<file path="src/rtl/ipc_pkg.sv">
package ipc_pkg;

    localparam int SRC_W  = 24;
    localparam int PRIO_W = 8;
    localparam int WORD_W = SRC_W + PRIO_W;

    localparam logic [PRIO_W-1:0] PRIO_NONE = '1;
    localparam logic [SRC_W-1:0]  IPI_SRC   = SRC_W'(2);

    typedef enum logic [2:0] {
        OP_ACCEPT   = 3'd0,
        OP_POLL     = 3'd1,
        OP_SET_CPPR = 3'd2,
        OP_SET_MFRR = 3'd3,
        OP_EOI      = 3'd4
    } op_e;

    typedef struct packed {
        logic [PRIO_W-1:0] cppr;
        logic [SRC_W-1:0]  src;
    } pend_word_t;

    typedef struct packed {
        pend_word_t        word;
        logic [PRIO_W-1:0] pend_prio;
        logic              owned;
    } pres_state_t;

    typedef struct packed {
        logic             valid;
        logic [SRC_W-1:0] src;
    } src_pulse_t;

    localparam pres_state_t STATE_RESET = '{
        word:      '{cppr: '0, src: '0},
        pend_prio: PRIO_NONE,
        owned:     1'b0
    };

    function automatic logic favours(input logic [PRIO_W-1:0] a,
                                     input logic [PRIO_W-1:0] b);
        return a < b;
    endfunction

endpackage

</file>
<file path="src/rtl/ipc_req_judge.sv">
module ipc_req_judge
    import ipc_pkg::*;
(
    input  logic [PRIO_W-1:0] cur_cppr,
    input  logic              busy,
    input  logic [PRIO_W-1:0] pend_prio,
    input  logic              owned,
    input  logic [PRIO_W-1:0] offer_prio,
    output logic              take,
    output logic              bump_owner
);

    logic beats_cppr;
    logic blocked_by_pending;

    always_comb begin
        beats_cppr         = favours(offer_prio, cur_cppr);
        blocked_by_pending = busy && !favours(offer_prio, pend_prio);
        take               = beats_cppr && !blocked_by_pending;
        bump_owner         = take && busy && owned;
    end

endmodule

</file>
<file path="src/rtl/ipc_ipi_unit.sv">
module ipc_ipi_unit
    import ipc_pkg::*;
(
    input  logic              enable,
    input  logic [PRIO_W-1:0] cand_mfrr,
    input  logic [PRIO_W-1:0] cand_cppr,
    input  logic              busy,
    input  logic [PRIO_W-1:0] pend_prio,
    input  logic              owned,
    output logic              present,
    output logic              bump_owner
);

    logic run;
    logic held;

    always_comb begin
        run        = enable && favours(cand_mfrr, cand_cppr);
        held       = busy && !favours(cand_mfrr, pend_prio);
        present    = run && !held;
        bump_owner = present && busy && owned;
    end

endmodule

</file>
<file path="src/rtl/int_presenter.sv">
module int_presenter
    import ipc_pkg::*;
(
    input  logic              clk,
    input  logic              rst,
    input  logic              req_valid,
    output logic              req_ready,
    input  logic [SRC_W-1:0]  req_src,
    input  logic [PRIO_W-1:0] req_prio,
    input  logic              op_valid,
    input  logic [2:0]        op_code,
    input  logic [WORD_W-1:0] op_data,
    output logic              rd_valid,
    output logic [WORD_W-1:0] rd_data,
    output logic [PRIO_W-1:0] rd_mfrr,
    output logic              irq_o,
    output logic              rej_valid,
    output logic [SRC_W-1:0]  rej_src,
    output logic              eoi_valid,
    output logic [SRC_W-1:0]  eoi_src,
    output logic              resend_valid
);

    pres_state_t       st_q, st_d;
    logic [PRIO_W-1:0] mfrr_q, mfrr_d;
    logic              irq_q, irq_d;
    src_pulse_t        rej_q, rej_d;
    src_pulse_t        eoi_q, eoi_d;
    logic              resend_q, resend_d;
    logic              rdv_q, rdv_d;
    pend_word_t        rd_q, rd_d;
    logic [PRIO_W-1:0] rdm_q, rdm_d;

    logic              busy;
    logic              offer_take, offer_bump;
    logic              ipi_en;
    logic [PRIO_W-1:0] ipi_mfrr, ipi_cppr;
    logic              ipi_present, ipi_bump;
    logic [PRIO_W-1:0] op_low_val;
    logic [PRIO_W-1:0] op_high_val;

    assign busy        = (st_q.word.src != '0);
    assign op_low_val  = op_data[PRIO_W-1:0];
    assign op_high_val = op_data[WORD_W-1:SRC_W];
    assign req_ready   = !op_valid;

    ipc_req_judge u_judge (
        .cur_cppr   (st_q.word.cppr),
        .busy       (busy),
        .pend_prio  (st_q.pend_prio),
        .owned      (st_q.owned),
        .offer_prio (req_prio),
        .take       (offer_take),
        .bump_owner (offer_bump)
    );

    ipc_ipi_unit u_ipi (
        .enable     (ipi_en),
        .cand_mfrr  (ipi_mfrr),
        .cand_cppr  (ipi_cppr),
        .busy       (busy),
        .pend_prio  (st_q.pend_prio),
        .owned      (st_q.owned),
        .present    (ipi_present),
        .bump_owner (ipi_bump)
    );

    always_comb begin
        st_d     = st_q;
        mfrr_d   = mfrr_q;
        irq_d    = irq_q;
        rej_d    = '0;
        eoi_d    = '0;
        resend_d = 1'b0;
        rdv_d    = 1'b0;
        rd_d     = rd_q;
        rdm_d    = rdm_q;
        ipi_en   = 1'b0;
        ipi_mfrr = mfrr_q;
        ipi_cppr = st_q.word.cppr;

        if (op_valid) begin
            case (op_e'(op_code))
                OP_ACCEPT: begin
                    rdv_d          = 1'b1;
                    rd_d           = st_q.word;
                    rdm_d          = mfrr_q;
                    st_d.word.cppr = st_q.pend_prio;
                    st_d.word.src  = '0;
                    st_d.pend_prio = PRIO_NONE;
                    st_d.owned     = 1'b0;
                    irq_d          = 1'b0;
                end
                OP_POLL: begin
                    rdv_d = 1'b1;
                    rd_d  = st_q.word;
                    rdm_d = mfrr_q;
                end
                OP_SET_CPPR: begin
                    st_d.word.cppr = op_low_val;
                    if (favours(op_low_val, st_q.word.cppr)) begin
                        if (busy && !favours(st_q.pend_prio, op_low_val)) begin
                            st_d.word.src  = '0;
                            st_d.pend_prio = PRIO_NONE;
                            st_d.owned     = 1'b0;
                            irq_d          = 1'b0;
                            if (st_q.owned) begin
                                rej_d = '{valid: 1'b1, src: st_q.word.src};
                            end
                        end
                    end else if (!busy) begin
                        resend_d = 1'b1;
                        ipi_en   = 1'b1;
                        ipi_cppr = op_low_val;
                    end
                end
                OP_SET_MFRR: begin
                    mfrr_d   = op_low_val;
                    ipi_en   = 1'b1;
                    ipi_mfrr = op_low_val;
                end
                OP_EOI: begin
                    st_d.word.cppr = op_high_val;
                    eoi_d          = '{valid: 1'b1, src: op_data[SRC_W-1:0]};
                    if (!busy) begin
                        resend_d = 1'b1;
                        ipi_en   = 1'b1;
                        ipi_cppr = op_high_val;
                    end
                end
                default: begin
                end
            endcase
        end else if (req_valid) begin
            if (offer_take) begin
                if (offer_bump) begin
                    rej_d = '{valid: 1'b1, src: st_q.word.src};
                end
                st_d.word.src  = req_src;
                st_d.pend_prio = req_prio;
                st_d.owned     = 1'b1;
                irq_d          = 1'b1;
            end else begin
                rej_d = '{valid: 1'b1, src: req_src};
            end
        end

        if (ipi_present) begin
            if (ipi_bump) begin
                rej_d = '{valid: 1'b1, src: st_q.word.src};
            end
            st_d.word.src  = IPI_SRC;
            st_d.pend_prio = ipi_mfrr;
            st_d.owned     = 1'b0;
            irq_d          = 1'b1;
        end
    end

    always_ff @(posedge clk) begin
        if (rst) begin
            st_q     <= STATE_RESET;
            mfrr_q   <= PRIO_NONE;
            irq_q    <= 1'b0;
            rej_q    <= '0;
            eoi_q    <= '0;
            resend_q <= 1'b0;
            rdv_q    <= 1'b0;
            rd_q     <= '0;
            rdm_q    <= '0;
        end else begin
            st_q     <= st_d;
            mfrr_q   <= mfrr_d;
            irq_q    <= irq_d;
            rej_q    <= rej_d;
            eoi_q    <= eoi_d;
            resend_q <= resend_d;
            rdv_q    <= rdv_d;
            rd_q     <= rd_d;
            rdm_q    <= rdm_d;
        end
    end

    assign irq_o        = irq_q;
    assign rej_valid    = rej_q.valid;
    assign rej_src      = rej_q.src;
    assign eoi_valid    = eoi_q.valid;
    assign eoi_src      = eoi_q.src;
    assign resend_valid = resend_q;
    assign rd_valid     = rdv_q;
    assign rd_data      = rd_q;
    assign rd_mfrr      = rdm_q;

    // the line follows the pending source field, kept in a separate register
    a_r1_line_tracks_pending: assert property (@(posedge clk) disable iff (rst)
        irq_o == (st_q.word.src != '0));

    // an offer not better than the current priority bounces unchanged
    a_r2_offer_bounced: assert property (@(posedge clk) disable iff (rst)
        (req_valid && !op_valid && !favours(req_prio, st_q.word.cppr))
        |=> (rej_valid && rej_src == $past(req_src) && $stable(st_q)));

    // accept leaves nothing pending
    a_r5_accept_empties: assert property (@(posedge clk) disable iff (rst)
        (op_valid && op_code == OP_ACCEPT)
        |=> (rd_valid && !irq_o && st_q.word.src == '0 && st_q.pend_prio == PRIO_NONE));

    // a pending inter-processor interrupt displaced by a request priority is not rejected
    a_r9_ipi_silent: assert property (@(posedge clk) disable iff (rst)
        (op_valid && op_code == OP_SET_MFRR && busy && !st_q.owned)
        |=> !rej_valid);

    // end-of-interrupt forwards the low field of the written word
    a_r10_eoi_forward: assert property (@(posedge clk) disable iff (rst)
        (op_valid && op_code == OP_EOI)
        |=> (eoi_valid && eoi_src == $past(op_data[SRC_W-1:0])));

    // poll touches no state
    a_r11_poll_inert: assert property (@(posedge clk) disable iff (rst)
        (op_valid && op_code == OP_POLL)
        |=> ($stable(st_q) && $stable(mfrr_q) && $stable(irq_o)));

    // an offer that coincides with an operation is not rejected by the offer path
    a_r12_offer_stalled: assert property (@(posedge clk) disable iff (rst)
        (req_valid && op_valid && op_code == OP_POLL) |=> !rej_valid);

endmodule

</file>
<file path="config.mk">
export PLATFORM = sky130hd
export DESIGN_NAME = int_presenter
export DESIGN_NICKNAME = d
export VERILOG_FILES = /design/src/rtl/ipc_pkg.sv /design/src/rtl/ipc_req_judge.sv /design/src/rtl/ipc_ipi_unit.sv /design/src/rtl/int_presenter.sv
export SDC_FILE = /design/constraint.sdc
export NUM_CORES = 1
export LEC_CHECK = 0
export BUFFER_PORTS_ARGS = -buffer_cell sky130_fd_sc_hd__buf_2
export CAP_MARGIN = 20
export CORE_UTILIZATION = 49
export DETAILED_ROUTE_END_ITERATION = 10
export HOLD_SLACK_MARGIN = 0.1
export PLACE_DENSITY = 0.77
export SETUP_SLACK_MARGIN = 0.02
export SYNTH_ARGS = -nofsm -noshare
export SYNTH_HDL_FRONTEND = slang
export SYNTH_HIERARCHICAL = 1
export SYNTH_SLANG_ARGS = --single-unit
</file>
<file path="constraint.sdc">
create_clock -name clk -period 3.65 [get_ports clk]
set_clock_uncertainty 0.05 [all_clocks]
set_input_delay 0.365 -clock clk [delete_from_list [all_inputs] [get_ports clk]]
set_output_delay 0.365 -clock clk [all_outputs]
set_load 0.05 [all_outputs]
</file>
# Yosys cells after proc, flatten, opt, wreduce, memory -nomap -nowiden
# Index checks and enable logic that the tools add are counted.
# op_classes
order_cmp	6
eq_ne	10
mux	39
bitwise	2
reduce_logical	31
# op_table
op	n
$mux W25	11
$mux W33	5
$pmux W33 S2	1
$lt A8 B8 Y1	6
$mux W8	6
$pmux W8 S3	1
$reduce_bool A24 Y1	1
$pmux W8 S2	1
$mux W11	1
$logic_and A1 B1 Y1	10
$mux W1	10
$reduce_and A5 Y1	2
$reduce_bool A3 Y1	3
$ne A4 B4 Y1 const B	2
$eq A3 B2 Y1 const B	2
$logic_not A1 Y1	6
$ne A3 B3 Y1 const B	2
$reduce_or A2 Y1	3
$ne A4 B1 Y1 const B	1
$pmux W1 S2	2
$reduce_and A2 Y1	2
$reduce_bool A2 Y1	2
$eq A3 B1 Y1 const B	1
$eq A3 B3 Y1 const B	1
other kinds (5)	6
# word_totals
register_bits	142
input_bits	71
out_inout_bits	94
word_cells	104

# Logic depth before layout (Yosys ltp)
# Gate-level depths: netlist (run 1).
# depth
ltp_word	13
ltp_mapped	21
ltp_nobuf	19

# Hierarchy
# Netlist (run 1), hierarchy kept.
# modules_own_cells
mod	n_inst	cells_per_inst	area_per_inst_um2	seq_area_each_um2
int_presenter	1	800	6212.2	2842.7
ipc_req_judge	1	55	384.1	0.0
ipc_ipi_unit	1	50	371.6	0.0

# Worst setup path before layout (run 1)
# No wires, ideal clock.
# synth_path
path_type	reg-to-reg
startpoint	register st_q[40] in the netlist's numbering
endpoint	register rej_q, in the netlist rej_src[17]
setup_ns	0.131
arrival_ns	3.852
required_ns	3.469
slack_ns	-0.383
stages_incl_launch_ff	22
n_path_buf	3
period_less_slack_ns	4.033
cell_sequence	dfxtp_1 inv_1 ha_1 and4_1 o21ai_0 o211a_2 o21ai_1 nand3_2 a221o_1 inv_1 ha_1 a211oi_1 o21a_1 o21ai_0 a21oi_1 and2_1 clkbuf_1 nor2b_1 clkbuf_1 clkbuf_1 nand2_1 a21oi_2
# synth_between
elab_chain_len	11
word_cells_on_any_way	26
cone_classes	order compare: 3; mux: 16; reduce/logical: 7
# synth_lines
item	line_no	rtl
start, declared	int_presenter.sv:24	pres_state_t st_q, st_d;
start signal, assigned	int_presenter.sv:171	st_q <= st_d;
$lt A8 B8 Y1 (*)	ipc_pkg.sv:42	return a < b;
$mux W8 (*)	int_presenter.sv:101	if (favours(op_low_val, st_q.word.cppr)) begin
$pmux W8 S2 (*)	int_presenter.sv:83	case (op_e'(op_code))
$mux W8 (*)	int_presenter.sv:82	if (op_valid) begin
via ipi_cppr[3]	int_presenter.sv:37	logic [PRIO_W-1:0] ipi_mfrr, ipi_cppr;
$lt A8 B8 Y1 (*)	ipc_pkg.sv:42	
$logic_and A1 B1 Y1 (*)	ipc_ipi_unit.sv:18	run = enable && favours(cand_mfrr, cand_cppr);
$logic_and A1 B1 Y1 (*)	ipc_ipi_unit.sv:20	present = run && !held;
via ipi_present	int_presenter.sv:38	logic ipi_present, ipi_bump;
$logic_and A1 B1 Y1 (2 in series)	ipc_ipi_unit.sv:21	bump_owner = present && busy && owned;
$mux W25	int_presenter.sv:149	if (ipi_bump) begin
$mux W25 (*)	int_presenter.sv:148	if (ipi_present) begin
end signal, assigned	int_presenter.sv:174	rej_q <= rej_d;
end, declared	int_presenter.sv:27	src_pulse_t rej_q, rej_d;
# The timed path passes the listed nets; every way through them passes the cells marked *.
# A chain may end at the register's enable or synchronous reset.

# Worst setup path in the final report (run 1)
# layout_path
startpoint	register st_q[39] in the netlist's numbering
endpoint	register st_q[4] in the netlist's numbering
# layout_between
elab_chain_len	9
word_cells_on_any_way	21
cone_classes	order compare: 3; eq/ne: 3; mux: 9; reduce/logical: 6
# layout_lines
item	line_no
$lt A8 B8 Y1 (*)	ipc_pkg.sv:42
$mux W8 (*)	int_presenter.sv:101
$pmux W8 S2 (*)	int_presenter.sv:83
$mux W8 (*)	int_presenter.sv:82
via ipi_cppr[2]	int_presenter.sv:37
$lt A8 B8 Y1 (*)	ipc_pkg.sv:42
$logic_and A1 B1 Y1 (*)	ipc_ipi_unit.sv:18
$logic_and A1 B1 Y1 (*)	ipc_ipi_unit.sv:20
via ipi_present	int_presenter.sv:38
$ne A4 B1 Y1 (no line), or another cell as far along	-
$reduce_and A5 Y1 (no line)	-
# Marks and branches as above.

==> results.py, run 1 <==
metrics = {
    "synthesis": {
        "yosysTopAreaCellShare": 0.4080,
        "synth-compound-area-share": 0.1867,
        "synthFlopType": "dfxtp_1",
        "synth_async_sr_flop_share": 0,
        "ys_seq_elements": 142,
        "synthAdderAreaFrac": 0.07542,
        "seq_area_frac_synth": 0.4080,
        "synth_edf_count": 0,
        "synth_area_um2": 6968,
        "yosys-top-cells-area": "dfxtp_1 41%, a21oi_1 9.3%, ha_1 7.5%",
        "synth_xor_area_frac": 0,
        "synth_warnings": 6,
        "synth_cells": 905,
        "synth_top_family_by_area": "simple AND/OR/NAND/NOR gates",
        "syn-num-nets": 1018,
        "synth.distinct_cells": 51,
        "synthSimpleGateAreaFrac": 0.2383,
        "synthMuxAreaShare": 0.01293,
        "synth_top_cell_by_area": "dfxtp_1",
        "avgSynthCellArea_um2": 7.699,
    },
    "setup_path": {
        "crit_type": "flip-flop to flip-flop",
        "cpLargestDelayFamily": "compound AO/OA/AOI/OAI gates",
        "cp_cell_sequence": "inv_2 > ha_4 > and4_1 > o21ai_2 > o211a_4 > o21ai_4 > nand3_4 > buf_4 > a221o_1 > inv_1 > ha_1 > o211ai_1 > o21a_1 > o21ai_2 > a21oi_2 > buf_4 > or3_4 > a31oi_4 > or2_4 > buf_12 > mux2i_1",
        "crit_slowest_cell": "or3_4",
        "crit_path_start_kind": "flip-flop",
        "arrival_ns": 4.22,
        "crit_path_end_kind": "flip-flop",
        "worstPathRequired_ns": 3.93,
        "crit_buf_inv": 5,
        "crit_fanout": 8,
        "cp_slowest_stage_delay_ns": 0.34,
    },
    "timing": {
        "finalSetupTns_ns": -2.517,
        "grt_setup_unrepaired": "true",
        "final_max_slew_viol_count": 0,
        "worst_slew_pin_slew_ns": 0.9857,
        "min_period_ns": 3.936,
        "slew_headroom": 0.3428,
        "fin_ws_ns": -0.2863,
        "hold_violations": 0,
        "timing.final.crit_share": 1.078,
        "fmax_mhz": 254.0,
        "setup_viol": 31,
    },
    "route": {
        "post_drt_wl_per_cell_um": 16.95,
        "dr.first_iter.drc_count": 644,
        "drcViolationCount": 0,
        "drtAntennaViolNets": 0,
        "totalWireLength_um": 22690,
        "num_vias": 7325,
        "vias_per_cell": 5.471,
        "dr.pass1.iters": 5,
    },
    "global_route": {
        "grt_max_degree": 69,
        "grt_pass1_wl_um": 34860,
        "overflow": 0,
        "first_global_vias": 6868,
        "antenna_found_initial": 0,
        "track_usage": 0.3095,
    },
    "worst_hold_path": {
        "hold_path.class": "input port to flip-flop",
    },
    "floorplan": {
        "die_w_um": 121.3,
        "row_count": 43,
        "start_util": 0.5020,
        "coreArea_um2": 13880,
        "die_h_um": 121.3,
        "die_area_um2": 14700,
        "num_io_pins": 165,
    },
    "layout": {
        "layout_common_cells": "163 x buf_2, 136 x nand2_1, 136 x dfxtp_1, 127 x a21oi_1, 94 x buf_4",
        "final_common_cell": "buf_2",
        "syn_to_final_growth_pct": 37.28,
        "nFillCells": 1168,
        "multi_input_area_um2": 3850,
        "regArea_um2": 2850,
        "n_antenna_cell": 0,
        "final_nets": 1259,
        "drive_above_1_share": 0.3020,
    },
    "clock_tree": {
        "path_clk_slew_ns": 0.06,
        "cts_tree": "built",
        "clockRootBuffer": "clkbuf_16",
        "clk_latency_ns": 0.44,
        "clockBufferDepth": 2,
        "htree_num_levels": 4,
        "cts_sinks": 142,
        "numCtsBuffers": 17,
    },
    "placement": {
        "numPortBuffers": 164,
        "post-dp-hpwl_um": 15400,
        "gp_congestion": 0.9967,
        "dp_slack_ns": -0.6341,
    },
    "power_and_ir_drop": {
        "cellLeakagePower_nw": 4.362,
        "vdd_drop_max_mv": 0.3777,
        "power_density_nw_per_um2": 431.6,
    },
    "run": {
        "max_cap_viol_count": 0,
    },
    "status": {
        "violations": "setup timing",
        "outcome": "finished, violations left",
    },
}
==> final timing paths <==
| kind | end | startpoint | slack (ns) | depth (start not counted) |
|---|---|---|---|---|
| worst min-delay path | eoi_src[22]$_SDFF_PP0_ | op_data[22] | 0.11 | 2 |
| worst max-delay path | st_q[4]$_SDFFE_PP1P_ | st_q[39]$_SDFFE_PP0P_ | -0.29 | 21 |
| worst max register to register | st_q[4]$_SDFFE_PP1P_ | st_q[39]$_SDFFE_PP0P_ | -0.29 | 21 |
| worst min register to register | rd_data[2]$_SDFFE_PP0P_ | rd_data[2]$_SDFFE_PP0P_ | 0.40 | 2 |
==> layout make-up <==
cell class | instances | area share
Timing Repair Buffer | 278 | 0.1836
Sequential cell | 142 | 0.2980
Inverter | 79 | 0.03126
Multi-Input combinational cell | 628 | 0.4025
Clock buffer | 19 | 0.04630
Tap cell | 180 | 0.02354
Clock inverter | 13 | 0.01478
==> through the flow <==
stage          area, µm²  hold WS, ns  std cells  power [mW]  utilization
2_1_floorplan       7013       0.3816        905       2.081            -
3_3_place_gp        8462       0.3904       1275       2.343       0.6096
3_5_place_dp        8462       0.3953       1275       2.350       0.6096
4_1_cts             9368       0.1182       1328       4.087       0.6749
5_1_grt             9565       0.1101       1339       4.289       0.6891
6_report            9565       0.1120       1339       4.129       0.6891
==> synthesized netlist by cell type (all sizes together), types with 15 or more instances <==
cell and count:
nor4 15, nand2b 17, nor2 59, nor3 16
clkbuf 51, nand3 29, dfxtp 142, inv 79
ha 42, a21oi 131, nand4 27, and2 27
o21ai 63, nand2 136
==> sequential cells by signal (all words and copies together), names as in the netlist <==
signal,flops
st_q,41
rd_data,32
eoi_src,24
rej_src,24
mfrr_q,8
rd_mfrr,8
eoi_valid,1
irq_o,1
rd_valid,1
rej_valid,1
resend_valid,1
==> logic make-up (layout without fill, tap and decap cells) <==
family                   count (synthesis)  after routing
AND/OR/NAND/NOR                        343            347
AO/OA/AOI/OAI                          230            230
flip-flops                             142            142
buffers and inverters                  139            389
adder cells (fa/ha/maj)                 42             42
multiplexers                             9              9
==> worst reg2reg max path, stage by stage, from the launching register on <==
cell	delay, ns
dfxtp_2	0.33
inv_2	0.05
ha_4	0.26
and4_1	0.20
o21ai_2	0.08
o211a_4	0.26
o21ai_4	0.17
nand3_4	0.13
buf_4	0.17
a221o_1	0.33
inv_1	0.06
ha_1	0.11
o211ai_1	0.08
o21a_1	0.18
o21ai_2	0.18
a21oi_2	0.06
buf_4	0.15
or3_4	0.34
a31oi_4	0.17
or2_4	0.16
buf_12	0.12
mux2i_1	0.21
==> routing by layer <==
metal	track usage	vias up	routed length, µm
li1	-	3575	-
met1	0.3886	3368	9925
met2	0.5014	333	10340
met3	0.07754	49	1882
met4	0.1327	0	540
met5	0	-	0
==> what timing repair did <==
action,in CTS,in global routing
cloned,2,2
setup endpoints to repair,58,58
gates resized for setup,23,24
pin swaps,12,17
hold endpoints to repair,15,0
setup buffers,4,10
hold buffers,15,0
==> report_power, final <==
group	total (mW)	internal, mW	switching [mW]
clock network	1.71	1.02	0.683
registers	1.63	1.60	0.0312
logic	0.794	0.318	0.476
total	4.13	2.94	1.19
Power figures use the tool's default switching activity.
==> run 2, diff against run 1 <==
- CORE_MARGIN: unset -> 2
- GPL_TIMING_DRIVEN: unset -> 0
- clock period: 3.65 -> 3.6 ns (I/O delays scaled with it)
==> run 2 against run 1 <==
Against the previous run:
- the run still ends with setup timing left
- global-route usage shrank 1.4 points
- combinational power rose by 7.6%
- die area up 3.3%
- largest cell class unchanged
- via count increased by 6.0%
- fmax is 4.7% lower
- sequential share of layout area down 0.62 points
- register-to-register slack got worse by 0.24 ns
- total power up 6.6%
- critical path depth fell by 1
- worst setup slack got worse by 0.24 ns
- core utilization up 2.2 points
==> results.py, run 2 (same netlist as run 1, synthesis figures left out) <==
metrics = {
    "status": {
        "outcome": "finished, violations left",
        "violations": "setup timing",
    },
    "clock_tree": {
        "path_clk_slew_ns": 0.06,
        "clockRootBuffer": "clkbuf_16",
        "cts_tree": "built",
        "numCtsBuffers": 17,
        "cts_sinks": 142,
        "clockBufferDepth": 2,
        "htree_num_levels": 4,
        "clk_latency_ns": 0.43,
    },
    "timing": {
        "fmax_mhz": 242.2,
        "timing.final.crit_share": 1.147,
        "min_period_ns": 4.129,
        "final_max_slew_viol_count": 0,
        "setup_viol": 55,
        "worst_slew_pin_slew_ns": 0.8434,
        "slew_headroom": 0.4377,
        "hold_violations": 0,
        "fin_ws_ns": -0.5293,
        "grt_setup_unrepaired": "true",
    },
    "layout": {
        "finalNonFillerCells": 1333,
        "largest-register": "st_q",
        "syn_to_final_growth_pct": 41.59,
        "final_common_cell": "buf_2",
        "stdcell_area_um2": 9866,
        "drive_above_1_share": 0.3255,
        "final_nets": 1253,
        "largest_reg_flops": 41,
        "layout_common_cells": "168 x buf_2, 129 x dfxtp_1, 113 x nand2_1, 97 x a21oi_1, 68 x inv_1",
    },
    "route": {
        "vias_per_cell": 5.823,
        "post_drt_wl_per_cell_um": 18.53,
        "drtAntennaViolNets": 0,
        "num_vias": 7762,
        "dr.first_iter.drc_count": 929,
        "drcViolationCount": 0,
        "totalWireLength_um": 24700,
        "dr.pass1.iters": 6,
    },
    "power_and_ir_drop": {
        "power_density_nw_per_um2": 446.0,
        "power_mw": 4.400,
        "cellLeakagePower_nw": 4.375,
        "vdd_drop_max_mv": 0.3248,
    },
    "setup_path": {
        "r2r_slack_ns": -0.53,
        "r2r_start": "st_q[37]$_SDFFE_PP0P_",
        "crit_type": "flip-flop to flip-flop",
        "r2r_cells": 20,
        "reg2reg_to": "st_q[5]$_SDFFE_PP1P_",
        "crit_fanout": 8,
        "crit_path_end_kind": "flip-flop",
        "crit_path_start_kind": "flip-flop",
        "arrival_ns": 4.43,
        "worstPathRequired_ns": 3.90,
    },
    "placement": {
        "dpl_cell_area_um2": 8068,
        "numPortBuffers": 164,
        "gp_congestion": 1.014,
        "dpl.cell_count": 1249,
        "post-dp-hpwl_um": 15570,
    },
    "worst_hold_path": {
        "worstHoldEndpoint": "st_q[28]$_SDFFE_PP0P_",
        "hold_path.class": "input port to flip-flop",
        "min_from": "req_src[19]",
        "hold_depth": 3,
    },
    "global_route": {
        "track_usage": 0.2960,
        "grt_max_degree": 17,
        "overflow": 0,
        "first_global_vias": 6962,
        "antenna_found_initial": 0,
        "grt_pass1_wl_um": 34710,
    },
    "floorplan": {
        "start_util": 0.5020,
        "row_count": 43,
        "die_w_um": 123.3,
        "die_area_um2": 15190,
        "num_io_pins": 165,
        "die_h_um": 123.3,
        "coreArea_um2": 13880,
    },
    "run": {
        "max_cap_viol_count": 0,
    },
}
run 2: changes by cell type in the layout (fill, tap and decap cells not counted), sizes merged, moves of 2 or more:
cell	delta
buf	-46
bufinv	+2
clkbuf	+46
clkinv	-5
or2	-3
run 2: final cells by class:
| cell class | instances | area, µm² |
|---|---|---|
| plain buffers | 56 | 302.8 |
| clock inverters | 9 | 157.7 |
| clock buffers | 22 | 464.2 |
| flip-flops and latches | 142 | 2879 |
| multi-input cells | 624 | 4155 |
| repair buffers | 220 | 1373 |
| inverters | 79 | 306.5 |
| diodes | 1 | 2.502 |
| well taps | 180 | 225.2 |
| fillers | 1021 | 4015 |
run 2: worst max-delay path by stage:
stage / start / endpoint / depth (start not counted)
2_1_floorplan: st_q[40]$_SDFFE_PP0P_ / st_q[1]$_SDFFE_PP1P_ / 18
3_3_place_gp: op_code[1] / rej_src[5]$_SDFF_PP0_ / 15
3_5_place_dp: op_code[1] / rej_src[5]$_SDFF_PP0_ / 15
4_1_cts: st_q[37]$_SDFFE_PP0P_ / st_q[4]$_SDFFE_PP1P_ / 19
5_1_grt: st_q[31]$_SDFFE_PP0P_ / st_q[4]$_SDFFE_PP1P_ / 18
6_report: st_q[37]$_SDFFE_PP0P_ / st_q[5]$_SDFFE_PP1P_ / 20
run 2: per-stage QoR:
step / util / setup TNS (ns) / hold WS, ns / setup slack [ns]
2_1_floorplan: - / 0 / 0.3816 / 0.02389
3_3_place_gp: 0.5812 / -36.44 / 0.3923 / -0.7546
3_5_place_dp: 0.5812 / -38.71 / 0.3948 / -0.8329
4_1_cts: 0.6604 / -5.809 / 0.1231 / -0.2384
5_1_grt: 0.7106 / -14.95 / 0.1370 / -0.5322
6_report: 0.7107 / -12.82 / 0.1254 / -0.5293
run 2: power by group:
group | total [mW] | internal, mW | leakage (nW) | switching (mW)
sequential | 1.66 | 1.62 | 1.16 | 0.0472
clock | 1.88 | 1.20 | 0.297 | 0.686
combinational | 0.854 | 0.322 | 2.92 | 0.532
run 2: critical path: stages (launching register included):
cell and delay, ns:
dfxtp_4 0.35, inv_2 0.04, ha_1 0.31, and4_1 0.26, o21ai_2 0.11, o211a_4 0.28, o21ai_4 0.19, nand3_4 0.13
a221o_1 0.43, inv_1 0.07, ha_2 0.22, a211oi_2 0.06, o21a_1 0.15, o21ai_4 0.19, a21oi_4 0.06, buf_4 0.15
buf_4 0.14, nor3_1 0.29, or2_1 0.17, buf_6 0.17, mux2i_1 0.23
run 2: what timing repair did:
item,CTS,global route
resized for setup,44,138
buffers inserted,16,21
endpoints found under the setup margin,59,55
pin swaps,20,32
endpoints found under the hold margin,16,0
hold buffers,16,0
gates cloned,0,3
run 2: metal layers:
| metal | up-vias | wire length (µm) | global-route usage | share of wire |
|---|---|---|---|---|
| met4 | 0 | 1313 | 0.1491 | 0.053 |
| met5 | - | 0 | 0 | 0 |
| met1 | 3538 | 9442 | 0.3817 | 0.38 |
| li1 | 3552 | - | - | - |
| met3 | 132 | 2698 | 0.06780 | 0.11 |
| met2 | 540 | 11240 | 0.4639 | 0.46 |
==> run 3, diff against run 2 <==
- MAX_ROUTING_LAYER: unset -> met4
==> run 3 against run 2 <==
Against the previous run:
- critical path type unchanged
- core utilization fell by 2.2 points
- the flow still finishes with violations (setup timing)
- die area stayed put
- hold slack got worse by 0.0049 ns
==> results.py, run 3 (same netlist as run 1, synthesis figures left out) <==
metrics = {
    "timing": {
        "fmax_mhz": 247.8,
        "timing.final.crit_share": 1.121,
        "min_period_ns": 4.036,
        "setup_viol": 59,
        "hold_ws_ns": 0.1205,
        "slew_headroom": 0.4450,
        "worst_slew_pin_slew_ns": 0.8325,
        "hold_violations": 0,
        "grt_setup_unrepaired": "true",
        "fin_ws_ns": -0.4361,
        "final_max_slew_viol_count": 0,
    },
    "route": {
        "num_vias": 7571,
        "vias_per_cell": 5.723,
        "dr.pass1.iters": 6,
        "dr.first_iter.drc_count": 910,
        "post_drt_wl_per_cell_um": 17.82,
        "totalWireLength_um": 23580,
        "drtAntennaViolNets": 0,
        "drcViolationCount": 0,
    },
    "global_route": {
        "first_global_vias": 6807,
        "grt_pass1_wl_um": 34300,
        "grt_max_degree": 17,
        "antenna_found_initial": 1,
        "track_usage": 0.3019,
        "overflow": 0,
    },
    "floorplan": {
        "row_count": 43,
        "die_w_um": 123.3,
        "start_util": 0.5020,
        "coreArea_um2": 13880,
        "die_h_um": 123.3,
        "die_area_um2": 15190,
        "num_io_pins": 165,
    },
    "clock_tree": {
        "path_clk_slew_ns": 0.06,
        "cts_sinks": 142,
        "numCtsBuffers": 17,
        "clk_latency_ns": 0.44,
        "cts_tree": "built",
        "clockRootBuffer": "clkbuf_16",
        "clockBufferDepth": 2,
        "htree_num_levels": 4,
    },
    "power_and_ir_drop": {
        "power_density_nw_per_um2": 446.5,
        "share_comb_of_total_power": 0.183,
        "pwr-share-clk": 0.427,
        "p_int_mw": 3.037,
        "p_sw_mw": 1.231,
        "swShare": 0.2883,
        "vdd_drop_max_mv": 0.3748,
        "cellLeakagePower_nw": 4.165,
        "pwr-share-seq": 0.390,
    },
    "setup_path": {
        "crit_path_end_kind": "flip-flop",
        "arrival_ns": 4.35,
        "cp_slowest_stage_delay_ns": 0.41,
        "cpMostUsedCell": "buf_4",
        "crit_fanout": 9,
        "crit_slowest_cell": "nor4_1",
        "cp_cell_sequence": "nor4_1 > nand2_1 > nor2_4 > inv_6 > nor4_4 > buf_4 > buf_4 > a221o_1 > inv_2 > ha_4 > o2111ai_2 > o21ai_2 > a21oi_4 > or3_4 > a31oi_4 > or2_1 > buf_6 > mux2i_1",
        "crit_path_start_kind": "flip-flop",
        "worstPathRequired_ns": 3.91,
        "crit_type": "flip-flop to flip-flop",
    },
    "run": {
        "max_cap_viol_count": 0,
    },
    "placement": {
        "post-dp-hpwl_um": 15640,
        "dpl.cell_count": 1249,
        "gp_congestion": 0.9502,
        "numPortBuffers": 164,
        "dpl_cell_area_um2": 8068,
    },
    "layout": {
        "stdcell_area_um2": 9558,
        "nFillCells": 1105,
        "final_nets": 1243,
        "finalNonFillerCells": 1323,
        "largest_reg_flops": 41,
        "largest-register": "st_q",
        "drive_above_1_share": 0.2977,
        "layout_common_cells": "168 x buf_2, 129 x dfxtp_1, 125 x nand2_1, 101 x a21oi_1, 71 x inv_1",
        "final_common_cell": "buf_2",
        "syn_to_final_growth_pct": 37.17,
    },
    "status": {
        "outcome": "finished, violations left",
        "violations": "setup timing",
    },
    "worst_hold_path": {
        "hold_path.class": "input port to flip-flop",
    },
}
## run 3: what timing repair did
item                                   4_1_cts  5_1_grt
pin swaps                                   17       23
hold buffers                                16        0
gates cloned                                 0        3
endpoints found under the hold margin       16        0
setup endpoints to repair                   59       59
resized for setup                           37       87
setup buffers                               16       22
## run 3: cell type report
cell class                 count  area (µm²)  share of cell area
antenna                        1       2.502           0.0002618
buffer                        56       300.3             0.03142
clock buffer                  21       470.5             0.04922
clock inverter                10       137.6             0.01440
inverter                      79       301.5             0.03155
multi-input combinational    625        3995              0.4180
sequential                   142        2877              0.3010
tap                          180       225.2             0.02356
timing repair buffer         209        1249              0.1306
## run 3: path summary, 6_finish.rpt
path	startpoint	endpoint	slack, ns	cells after the start
worst max-delay path	st_q[13]$_SDFFE_PP0P_	st_q[5]$_SDFFE_PP1P_	-0.44	18
worst min-delay path	req_src[8]	st_q[17]$_SDFFE_PP0P_	0.12	3
worst max register to register	st_q[13]$_SDFFE_PP0P_	st_q[5]$_SDFFE_PP1P_	-0.44	18
worst min register to register	rd_mfrr[1]$_SDFFE_PP0P_	rd_mfrr[1]$_SDFFE_PP0P_	0.40	2
## run 3: metal layers
layer / global-route usage / part of all wire
met5: - / 0
met3: 0.07242 / 0.098
met2: 0.4533 / 0.46
met1: 0.3810 / 0.40
met4: 0.1470 / 0.036
## run 3: stage by stage
step           utilization  total power [mW]  setup slack (ns)  setup TNS, ns
5_1_grt             0.6886             4.399           -0.5210         -18.36
3_5_place_dp        0.5812             2.312           -0.7513         -34.69
6_report            0.6886             4.268           -0.4361         -13.32
2_1_floorplan            -             2.112           0.02389              0
3_3_place_gp        0.5812             2.302           -0.7385         -34.45
4_1_cts             0.6573             4.172           -0.3370         -8.770
## run 3: worst max-delay path, delay by kind of cell (launching register included)
family | cells | cell delay, ns
buffers and inverters | 5 | 0.59
adder cells (fa/ha/maj) | 1 | 0.28
flip-flops | 1 | 0.37
AO/OA/AOI/OAI | 5 | 0.79
AND/OR/NAND/NOR | 6 | 1.65
multiplexers | 1 | 0.20
## run 3: power groups by stage
stage	Clock, mW	Sequential [mW]	Combinational, mW
floorplan	0	1.75	0.359
global placement	0	1.70	0.605
detailed placement	0	1.70	0.614
CTS	1.83	1.66	0.686
global route	1.90	1.67	0.834
finish	1.82	1.67	0.780
